### src/rtl/f2i_sat.sv
module f2i_sat #(
  parameter int EXP_LIMIT = 157
) (
  input  logic        clk,
  input  logic        rst_n,
  input  logic        in_valid,
  input  logic [31:0] in_data,
  output logic        out_valid,
  output logic [31:0] out_data
);

  localparam int FRAC_W = 23;
  localparam int BIAS   = 127;
  localparam int ALIGN  = BIAS + FRAC_W;

  localparam logic [7:0]  LIM_E   = 8'(EXP_LIMIT);
  localparam logic [7:0]  BIAS_E  = 8'(BIAS);
  localparam logic [7:0]  ALIGN_E = 8'(ALIGN);
  localparam logic [31:0] POS_MAX = 32'h7FFF_FFFF;
  localparam logic [31:0] NEG_MAX = 32'h8000_0000;

  logic        sgn;
  logic [7:0]  expo;
  logic [31:0] signif;
  logic        too_big;
  logic        below_one;
  logic [31:0] mag;
  logic [31:0] result;

  assign sgn       = in_data[31];
  assign expo      = in_data[30:23];
  assign signif    = {8'd0, 1'b1, in_data[FRAC_W-1:0]};
  assign too_big   = expo > LIM_E;
  assign below_one = expo < BIAS_E;

  assign mag = (expo >= ALIGN_E) ? (signif << (expo - ALIGN_E))
                                 : (signif >> (ALIGN_E - expo));

  always_comb begin
    if (too_big)        result = sgn ? NEG_MAX : POS_MAX;
    else if (below_one) result = '0;
    else if (sgn)       result = -mag;
    else                result = mag;
  end

  always_ff @(posedge clk or negedge rst_n) begin
    if (!rst_n) begin
      out_valid <= 1'b0;
      out_data  <= '0;
    end else begin
      out_valid <= in_valid;
      if (in_valid) out_data <= result;
    end
  end

  p_sat_pos_r2: assert property (@(posedge clk) disable iff (!rst_n)
    (in_valid && !in_data[31] && in_data[30:23] > LIM_E) |=> (out_data == POS_MAX));

  p_sat_neg_r3: assert property (@(posedge clk) disable iff (!rst_n)
    (in_valid && in_data[31] && in_data[30:23] > LIM_E) |=> (out_data == NEG_MAX));

  p_special_r4: assert property (@(posedge clk) disable iff (!rst_n)
    (in_valid && in_data[30:23] == 8'hFF) |=> (out_data[31] == $past(in_data[31])));

  p_small_zero_r5: assert property (@(posedge clk) disable iff (!rst_n)
    (in_valid && in_data[30:23] < BIAS_E) |=> (out_data == 32'd0));

  p_sign_r7: assert property (@(posedge clk) disable iff (!rst_n)
    (in_valid && in_data[30:23] >= BIAS_E && in_data[30:23] <= LIM_E)
      |=> (out_data[31] == $past(in_data[31])));

  p_latency_r8: assert property (@(posedge clk) disable iff (!rst_n)
    in_valid |=> out_valid);

  p_idle_r10: assert property (@(posedge clk) disable iff (!rst_n)
    !in_valid |=> (!out_valid && $stable(out_data)));

endmodule

### config.mk
export PLATFORM = sky130hd
export DESIGN_NAME = f2i_sat
export DESIGN_NICKNAME = d
export VERILOG_FILES = /design/src/rtl/f2i_sat.sv
export SDC_FILE = /design/constraint.sdc
export NUM_CORES = 1
export LEC_CHECK = 0
export ABC_AREA = 1
export BUFFER_PORTS_ARGS = -buffer_cell sky130_fd_sc_hd__buf_2
export CORE_UTILIZATION = 60
export DETAILED_ROUTE_END_ITERATION = 7
export PLACE_DENSITY_LB_ADDON = 0.2
export SLEW_MARGIN = 20
export SYNTH_ARGS = -nofsm -noshare
export SYNTH_HDL_FRONTEND = slang
export SYNTH_SLANG_ARGS = --single-unit
### constraint.sdc
create_clock -name clk -period 0.93 [get_ports clk]
set_clock_uncertainty 0.15 [all_clocks]
set_input_delay 0.093 -clock clk [delete_from_list [all_inputs] [get_ports clk]]
set_output_delay 0.093 -clock clk [all_outputs]
set_load 0.05 [all_outputs]
==> results of run 1 <==
==> stage by stage <==
step	cells	setup WS, ps
after floorplan	1140	-1851
after global placement	1496	-2497
after detailed placement	1496	-2605
after CTS	1558	-1936
==> cell families after synthesis <==
kind of cell	Yosys count
AND/OR/NAND/NOR	842
buffers and inverters	142
AO/OA/AOI/OAI	111
flip-flops	33
adder cells (fa/ha/maj)	8
XOR/XNOR	4
==> repair_timing <==
action | in CTS
hold buffers | 1
endpoints found under the hold margin | 33
cloned | 10
resized for setup | 201
setup endpoints to repair | 65
pin swaps | 65
setup buffers | 43
==> layer usage <==
metal  GRT overflow  GRT usage [%]
met3              0          60.05
met4             14          76.49
met2             26          95.85
met1              0          77.79
met5              0          7.143
==> run_results.csv, run 1 <==
group,metric,value,unit
yosys,synth.area.mux_share,0,%
clocking,numClockSinks,33,
yosys,syn_nets,1183,
yosys,syn_area,6466,sq um
grt,grt_start_max_net_pins,47,
floorplanning,io_pins,68,
yosys,synth_warnings,0,
placed_design,dp_hpwl,20570,microns
yosys,synth_edf_count,0,
yosys,synthXorXnorAreaFrac,0.8320,%
floorplanning,die_w,105.8,microns
grt,grt_pass1_wl,67180,microns
yosys,synth_cell_types,40,
yosys,yosys.area.top_type,"nand3_1",
outcome,lastStage,"global routing",
yosys,netlist_instances,1140,
yosys,yosysMostFrequentCell,"nand2_1",
clocking,cts_buffers,5,
floorplanning,rows,37,
placed_design,numPortBuffers,67,
yosys,synth_compound_area_share,9.888,%
yosys,ys_seq_area_share,12.77,%
grt,gr-total-overflow,40,
grt,first_global_vias,12320,
yosys,synthTopCellsByCount,"321 x nand2_1, 273 x nand3_1, 89 x nor2_1, 63 x a21oi_1, 53 x inv_1",
yosys,ys.flop_type,"dfrtp_1",
yosys,yosys.area_share.simple,64.43,%
floorplanning,start_util,62.36,%
yosys,synth_fa_ha_area_share,1.548,%
placed_design,dpl_cell_area,8484,sq um
outcome,outcome,"aborted with a tool error",
clocking,clockBufferDepth,2,
floorplanning,die_h,105.8,microns
yosys,synth_top_family_by_area,"simple AND/OR/NAND/NOR gates",
grt,grt.total_usage,76.98,%
yosys,synth_area_leaders,"nand3_1 21%, nand2_1 19%, dfrtp_1 13%",
outcome,firstError,"[ERROR GRT-0116] Global routing finished with congestion. Check the congestion regions in the DRC Viewer.",
yosys,ys_ff_latch,33,
yosys,synth_top_area_share,21.13,%
yosys,synthArstFlopShare,100.0,%
clocking,root_buffer,"clkbuf_8",
clocking,htreeDepth,2,
placed_design,place_congestion,0.9900,
yosys,avgSynthCellArea,5.672,sq um
==> run 2: changes to the inputs <==
CORE_UTILIZATION = 40   (was 60)
PLACE_DENSITY_LB_ADDON = 0.15   (was 0.2)
==> run 2 against run 1 <==
- the flow now finishes, with violations (setup timing)
- area after synthesis is the same
- synthesized cell count is the same
==> run_results.csv, run 2 <==
group,metric,value,unit
final_layout,fillers,1338,
yosys,synth_warnings,0,
timing,rsz0062_at_grt,"yes",
power,ir_drop,1.132,mV
final_layout,drive_gt1_share,50.62,%
timing,finalHoldViolations,0,
floorplanning,start_util,40.85,%
grt,grt.total_usage,34.09,%
final_layout,final_common_cell,"buf_4",
run,drv_cap,0,
grt,first_global_vias,8770,
routing,ant_nets,0,
timing,min_period,3033,ps
yosys,ys_seq_area_share,12.77,%
floorplanning,die_w,129.1,microns
yosys,yosysMostFrequentCell,"nand2_1",
yosys,synth_edf_count,0,
timing,post-route-period-util,326.1,%
setup_path,critPathKind,"primary input to flop",
floorplanning,core,15830,sq um
grt,grt_start_max_net_pins,43,
timing,maxClockFrequency,329.7,MHz
setup_path,crit_path_end_kind,"flop",
setup_path,path_common_cell,"nand2_4",
power,finalPower,13390,uW
routing,via_count,9552,
yosys,synth_top_area_share,21.13,%
setup_path,rr_startpoint,"out_data[11]",
yosys,yosys.area.top_type,"nand3_1",
setup_path,crit_start,"in_data[24]",
routing,avgRoutedWirePerCell,17.82,microns
clocking,cts_buffers,5,
floorplanning,die_h,129.1,microns
timing,finalSetupViolCount,65,
yosys,ys_ff_latch,33,
setup_path,required,1000,ps
routing,wirelength,29910,microns
floorplanning,io_pins,68,
placed_design,place_congestion,0.9579,
final_layout,syn2layout_area_growth,70.86,%
placed_design,dpl.cell_count,1593,
yosys,netlist_instances,1140,
timing,slew_headroom,67.84,%
grt,gr-total-overflow,0,
setup_path,startpoint_type,"primary input",
clocking,root_buffer,"clkbuf_16",
timing,worst_slew_pin_slew,480.7,ps
final_layout,num_antenna_cells,0,
routing,viasPerCell,5.692,
power,powerDensity,1212,nW/um^2
clocking,htreeDepth,2,
final_layout,final_cell_mix,"267 x buf_4, 250 x nand2_1, 190 x nand3_1",
setup_path,cp.arrival,3100,ps
clocking,worstSkewPairLatency,290,ps
yosys,synthArstFlopShare,100.0,%
yosys,ys.flop_type,"dfrtp_1",
placed_design,dp_hpwl,20770,microns
yosys,synth_area_leaders,"nand3_1 21%, nand2_1 19%, dfrtp_1 13%",
power,leakage,0.005497,uW
outcome,failed_checks,"setup timing",
outcome,outcome,"complete, but fails checks",
clocking,clockBufferDepth,2,
final_layout,fin_cells,1678,
clocking,clk_pin_slew,60,ps
final_layout,regMostFlops,"out_data",
min_path,hold_path.class,"primary input to asynchronous set/reset pin",
timing,setup_ws,-2103,ps
setup_path,cp_slowest_cell,"ha_2",
setup_path,max_stage_delay,220,ps
yosys,avgSynthCellArea,5.672,sq um
yosys,syn_area,6466,sq um
setup_path,crit_path_max_fanout,7,
clocking,numClockSinks,33,
placed_design,pre_cts_slack,-2337,ps
final_layout,largest_reg_flops,32,
floorplanning,die-area,16680,sq um
setup_path,rrSetupSlack,-60,ps
grt,grt_pass1_wl,44420,microns
final_layout,reg.largest.list,"out_data: 32 flops, out_valid: 1 flops",
clocking,cts_tree,"yes",
routing,drtIter0Drc,1326,
timing,drv_slew,0,
placed_design,numPortBuffers,67,
yosys,syn_nets,1183,
yosys,synth_cell_types,40,
routing,drc,0,
grt,antenna_found_initial,0,
final_layout,nNetsFinal,1504,
yosys,synthTopCellsByCount,"321 x nand2_1, 273 x nand3_1, 89 x nor2_1, 63 x a21oi_1, 53 x inv_1",
floorplanning,rows,46,
timing,setup_tns,-67530,ps
routing,firstDrtPassIters,5,
run 2: cell counts after synthesis:
No cell type changed its count.
run 2: timing repair:
item,CTS,global route
pin swaps,92,74
resized for setup,235,143
endpoints found under the setup margin,65,65
hold buffers,1,0
buffers inserted,50,26
hold endpoints to repair,33,0
cloned,5,1
run 2: layout make-up:
type | instances | area, sq um | area share, %
Clock buffer | 7 | 152.6 | 1.382
Multi-Input combinational cell | 967 | 6151 | 55.67
Clock inverter | 1 | 5.005 | 0.04530
Inverter | 77 | 347.8 | 3.148
Tap cell | 216 | 270.3 | 2.446
Sequential cell | 33 | 825.8 | 7.475
Timing Repair Buffer | 377 | 3296 | 29.83
run 2: power by group:
| group | internal, uW | switching (uW) |
|---|---|---|
| combinational | 4040 | 5780 |
| sequential | 1640 | 151 |
| clock | 1130 | 652 |
| total | 6810 | 6580 |
run 2: logic make-up after synthesis:
| group | synth area share [%] |
|---|---|
| adder cells (fa/ha/maj) | 1.548 |
| buffers and inverters | 10.53 |
| AO/OA/AOI/OAI | 9.888 |
| flip-flops | 12.77 |
| XOR/XNOR | 0.8322 |
| AND/OR/NAND/NOR | 64.44 |
run 2: stage by stage:
step	cell area [sq um]	util, %	hold slack [ps]
floorplan	6669	-	-352.6
global placement	8762	55.36	-184.8
detailed placement	8762	55.36	-182.7
CTS	10320	65.18	48.19
global route	11050	69.80	60.80
finish	11050	69.80	46.14
run 2: final timing paths:
| kind | end | depth (start not counted) |
|---|---|---|
| max | out_data[28] | 29 |
| min | out_data[3] | 2 |
| max reg2reg | out_data[11] | 3 |
| min reg2reg | out_data[10] | 2 |
| max in group asynchronous | out_data[23] | 3 |
| min in group clk | out_valid | 2 |
run 2: critical path: cells and delay by family:
family                   cells  cell delay [ps]
AND/OR/NAND/NOR             20             1790
adder cells (fa/ha/maj)      2              370
buffers and inverters        5              520
AO/OA/AOI/OAI                2              320
run 2: layer usage:
layer	track usage, %	routed length, microns	vias to the layer above
met5	0	0	-
met4	11.21	1199	0
met3	6.689	2490	118
met2	55.79	14010	504
met1	44.75	12210	4454
li1	-	-	4476
Power figures use the tool's default switching activity.
==> run 3: changes to the inputs <==
clock period = 3.39 ns   (was 0.93 ns; I/O delays follow)
==> run 3 against run 2 <==
- the flow finishes with violations (hold timing)
- total power down 77%
- final area down 19%
- die area unchanged
- critical path type unchanged
- clock power down 75%
- highest routed layer unchanged
- combinational power down 79%
- critical endpoint is now out_data[8]
- sequential power down 73%
- via count down 10%
- critical path depth down 2
==> run_results.csv, run 3 (synthesis results as in run 2) <==
group,metric,value,unit
min_path,hold_path.class,"primary input to asynchronous set/reset pin",
placed_design,place_congestion,0.9392,
clocking,htreeDepth,2,
power,power.switching,1540,uW
timing,min_period,3256,ps
clocking,worstSkewPairLatency,280,ps
power,switching_share,51.01,%
final_layout,nNetsFinal,1390,
setup_path,startpoint_type,"primary input",
clocking,cts_buffers,5,
routing,via_count,8574,
clocking,clk_pin_slew,60,ps
timing,finalHoldViolations,11,
floorplanning,io_pins,68,
setup_path,cp.arrival,3230,ps
final_layout,syn2layout_area_growth,37.91,%
timing,post-route-period-util,96.04,%
timing,drv_slew,0,
setup_path,crit_path_max_fanout,8,
final_layout,regArea,825.8,sq um
setup_path,crit_path_end_kind,"flop",
placed_design,dpl.cell_count,1541,
grt,first_global_vias,7657,
floorplanning,die_h,129.1,microns
power,ir_drop,0.2446,mV
clocking,root_buffer,"clkbuf_16",
power,p_seq_share,15.8,%
floorplanning,die-area,16680,sq um
clocking,cts_tree,"yes",
final_layout,final_cell_mix,"300 x nand2_1, 246 x nand3_1, 178 x buf_4",
grt,top_usage_layer,"met2",
timing,hold_ws,-13.30,ps
grt,grt_start_max_net_pins,46,
clocking,holdBufCountCts,0,
grt,gr-usage-met3,4.789,%
timing,finalSetupViolCount,0,
clocking,clockBufferDepth,2,
grt,gr-total-overflow,0,
outcome,failed_checks,"hold timing",
grt,grtUsageMet1,44.27,%
setup_path,critPathKind,"primary input to flop",
power,powerDensity,338.6,nW/um^2
routing,wirelength,26190,microns
final_layout,reg.largest.list,"out_data: 32 flops, out_valid: 1 flops",
routing,firstDrtPassIters,7,
final_layout,num_antenna_cells,0,
floorplanning,core,15830,sq um
power,clkPwrFrac,14.8,%
final_layout,drive_gt1_share,36.35,%
final_layout,fin_cells,1564,
final_layout,multi_input_area,5344,sq um
setup_path,crit_start,"in_data[23]",
power,p_int,1479,uW
final_layout,final_common_cell,"nand2_1",
grt,grt_pass1_wl,40060,microns
power,leakage,0.004557,uW
grt,grt.total_usage,30.87,%
timing,slew_headroom,25.08,%
final_layout,regMostFlops,"out_data",
floorplanning,die_w,129.1,microns
power,finalPower,3020,uW
run,drv_cap,0,
timing,maxClockFrequency,307.2,MHz
setup_path,rr_startpoint,"out_data[26]",
routing,avgRoutedWirePerCell,16.75,microns
routing,ant_nets,0,
final_layout,largest_reg_flops,32,
clocking,numClockSinks,33,
placed_design,dp_hpwl,19990,microns
grt,grt.met2_usage,48.67,%
timing,setup_ws,134.3,ps
power,p_comb_share,69.4,%
grt,antenna_found_initial,1,
placed_design,pre_cts_slack,-188.7,ps
timing,worst_slew_pin_slew,1123,ps
floorplanning,start_util,40.85,%
routing,viasPerCell,5.482,
routing,drtIter0Drc,927,
setup_path,required,3370,ps
outcome,outcome,"complete, but fails checks",
floorplanning,rows,46,
placed_design,numPortBuffers,67,
final_layout,fillers,1631,
routing,drc,0,
-- run 3: changes by cell type in the layout (fill, tap and decap cells not counted), moves of 15 or more --
cell | previous run | this run
nand2_1 | 250 | 300
nand2_4 | 40 | 12
buf_6 | 56 | 1
nand3_1 | 190 | 246
nand2_2 | 79 | 57
a21oi_2 | 27 | 12
a21oi_1 | 40 | 57
buf_2 | 28 | 65
buf_4 | 267 | 178
nand3_2 | 104 | 54
-- run 3: layout make-up --
class                      count  share of cell area (%)
clock buffer                   6                   1.445
clock inverter                 2                  0.1122
inverter                      77                   3.480
multi-input combinational    967                   59.93
sequential                    33                   9.261
tap                          216                   3.031
timing repair buffer         261                   22.55
timing repair inverter         2                  0.1964
-- run 3: power groups by stage --
stage | logic (uW) | clock network, uW | registers (uW)
2_1_floorplan | 1040 | 0 | 675
3_3_place_gp | 1900 | 0 | 481
3_5_place_dp | 1910 | 0 | 481
4_1_cts | 1920 | 451 | 475
5_1_grt | 2270 | 462 | 482
6_report | 2100 | 448 | 476
-- run 3: worst paths after layout --
path | end | slack [ps] | cells after the start
min in group clk | out_data[31] | 330 | 2
setup / recovery | out_data[8] | 130 | 27
max in group asynchronous | out_data[31] | 2580 | 1
hold / removal | out_valid | -10 | 1
setup reg to reg | out_data[26] | 2510 | 2
hold reg to reg | out_data[31] | 330 | 2
-- run 3: per-stage QoR --
stage | area [sq um] | setup TNS, ps | util [%]
floorplan | 6470 | 0 | -
global placement | 8208 | -1490 | 51.86
detailed placement | 8208 | -2443 | 51.86
CTS | 8347 | 0 | 52.74
global route | 8917 | -109.9 | 56.34
finish | 8917 | 0 | 56.34
-- run 3: timing repair --
item | 4_1_cts | 5_1_grt
buffers inserted | 0 | 9
gates resized for setup | 0 | 92
endpoints found under the setup margin | 0 | 29
-- run 3: critical path, stage by stage --
cell       delay [ps]
buf_2             130
ha_4              160
nand2_1            90
nand2_1            70
nand2_2           100
nand2_1            70
nand2_2           110
nand2_8           100
a21oi_4           260
clkbuf_16         220
nand2_1            80
nand2_2           100
nand3_2            90
nand3_1           100
nand2_1            70
nand2_2           100
a21oi_2            70
ha_2              190
inv_2              70
nor2_4             40
nand2_2            80
nor2_4             60
buf_4             130
buf_4             120
nand3b_1          140
nand3_1            80
a21oi_1            60
-- run 3: per-layer routing --
layer / up-vias / wire length, microns
met5: - / 0
met4: 0 / 476
met3: 39 / 1947
met2: 338 / 11680
met1: 3954 / 12080
li1: 4243 / -
==> run 4: changes to the inputs <==
PLACE_DENSITY = 0.66   (was not set)
PLACE_DENSITY_LB_ADDON = not set   (was 0.15)
==> run 4 against run 3 <==
- the run now ends clean
- via count decreased by 1.7%
- final area shrank 6.2%
- fmax fell by 0.37%
- setup slack worse by 12 ps
- wire length down 6.8%
- total power fell by 4.5%
- critical endpoint is now out_data[24]
- highest routed layer unchanged
==> run_results.csv, run 4 (synthesis results as in run 2) <==
group,metric,value,unit
outcome,outcome,"finished clean",
grt,first_global_vias,7509,
final_layout,fin_area,8363,sq um
placed_design,place_congestion,0.9736,
setup_path,crit_path_end_kind,"flop",
power,finalPower,2884,uW
routing,avgRoutedWirePerCell,15.95,microns
setup_path,required,3450,ps
placed_design,dpl.cell_count,1517,
routing,viasPerCell,5.509,
floorplanning,die_w,129.1,microns
power,leakage,0.004329,uW
setup_path,critPathKind,"primary input to flop",
final_layout,num_antenna_cells,0,
clocking,htreeDepth,2,
timing,min_period,3268,ps
routing,via_count,8429,
floorplanning,rows,46,
timing,slew_headroom,27.40,%
routing,drc,0,
routing,ant_nets,0,
timing,rsz0062_at_grt,"yes",
power,powerDensity,344.9,nW/um^2
final_layout,final_common_cell,"nand2_1",
timing,setup_tns,0,ps
final_layout,reg.largest.list,"out_data: 32 flops, out_valid: 1 flops",
clocking,numClockSinks,33,
floorplanning,core,15830,sq um
clocking,clk_pin_slew,60,ps
timing,hold_ws,346.5,ps
clocking,cts_buffers,5,
timing,drv_slew,0,
placed_design,dp_hpwl,18850,microns
setup_path,startpoint_type,"primary input",
routing,drtIter0Drc,994,
placed_design,dpl_cell_area,8003,sq um
final_layout,nNetsFinal,1356,
grt,grt_pass1_wl,37880,microns
run,drv_cap,0,
routing,wirelength,24410,microns
timing,worst_slew_pin_slew,1088,ps
clocking,cts_tree,"yes",
timing,finalHoldViolations,0,
floorplanning,start_util,40.85,%
min_path,hold_path.class,"primary input to flop",
grt,gr-total-overflow,0,
setup_path,crit_path_max_fanout,17,
final_layout,syn2layout_area_growth,29.33,%
timing,finalSetupViolCount,0,
final_layout,drive_gt1_share,31.89,%
grt,grt_start_max_net_pins,46,
clocking,worstSkewPairLatency,280,ps
power,ir_drop,0.2440,mV
final_layout,multi_input_area,5160,sq um
timing,maxClockFrequency,306.0,MHz
placed_design,numPortBuffers,67,
floorplanning,die-area,16680,sq um
final_layout,final_cell_mix,"315 x nand2_1, 260 x nand3_1, 151 x buf_4",
clocking,root_buffer,"clkbuf_16",
setup_path,cp.arrival,3330,ps
floorplanning,die_h,129.1,microns
timing,post-route-period-util,96.39,%
grt,grt.total_usage,29.08,%
grt,antenna_found_initial,0,
floorplanning,io_pins,68,
final_layout,fin_cells,1530,
final_layout,regArea,825.8,sq um
final_layout,regMostFlops,"out_data",
clocking,clockBufferDepth,2,
final_layout,largest_reg_flops,32,
routing,firstDrtPassIters,5,
final_layout,fillers,1673,
[run 4: final timing paths]
path                              start      endpoint  slack [ps]  depth (start not counted)
max                         in_data[24]  out_data[24]         120                         27
min                            in_valid     out_valid         350                          1
max reg2reg                out_data[20]  out_data[20]        2530                          2
min reg2reg                out_data[10]  out_data[10]         370                          2
max in group asynchronous         rst_n  out_data[21]        2120                          2
min in group asynchronous         rst_n     out_valid         500                          2
[run 4: final cells by class]
type,instances,area share [%]
well taps,216,3.232
flip-flops and latches,33,9.874
inverters,77,3.621
multi-input cells,968,61.70
repair buffers,228,19.91
clock inverters,2,0.1197
clock buffers,6,1.541
[run 4: timing repair]
action / CTS / global route
hold endpoints to repair: 33 / 0
resized for setup: 0 / 43
setup buffers: 0 / 1
hold buffers: 1 / 0
endpoints found under the setup margin: 0 / 24
[run 4: power breakdown]
group	internal (uW)	total, uW	switching [uW]
Combinational	687	1970	1280
Clock	270	441	172
Sequential	448	476	27.2
[run 4: layer usage]
layer,GRT usage [%],wire length (microns),vias to the layer above
met5,0,0,-
met4,8.720,613,0
met3,4.996,1789,44
met2,45.51,10990,350
met1,40.59,11020,3859
li1,-,-,4176
[run 4: worst max-delay path, cell delays in order]
cell	delay [ps]
buf_4	130
ha_2	210
nand2_4	80
nand2_4	40
nand2_2	90
nand2_2	70
nand2_4	160
a21oi_4	90
buf_12	160
nand3_1	100
nand3_2	90
nand3_2	80
nand3_2	90
nand2_2	90
nand2_1	80
a21oi_2	170
ha_2	190
inv_1	60
nor2_2	130
nand2_2	100
nor2_4	150
nand2_4	90
nand2_4	110
nand3_1	100
nand2_1	90
nand3_2	80
a21oi_2	160
[run 4: per-stage QoR]
step / setup slack (ps) / utilization [%]
finish: 122.3 / 52.84
global route: -63.13 / 52.84
CTS: 24.30 / 51.50
detailed placement: -230.8 / 50.56
global placement: -200.6 / 50.56
floorplan: 17.15 / -
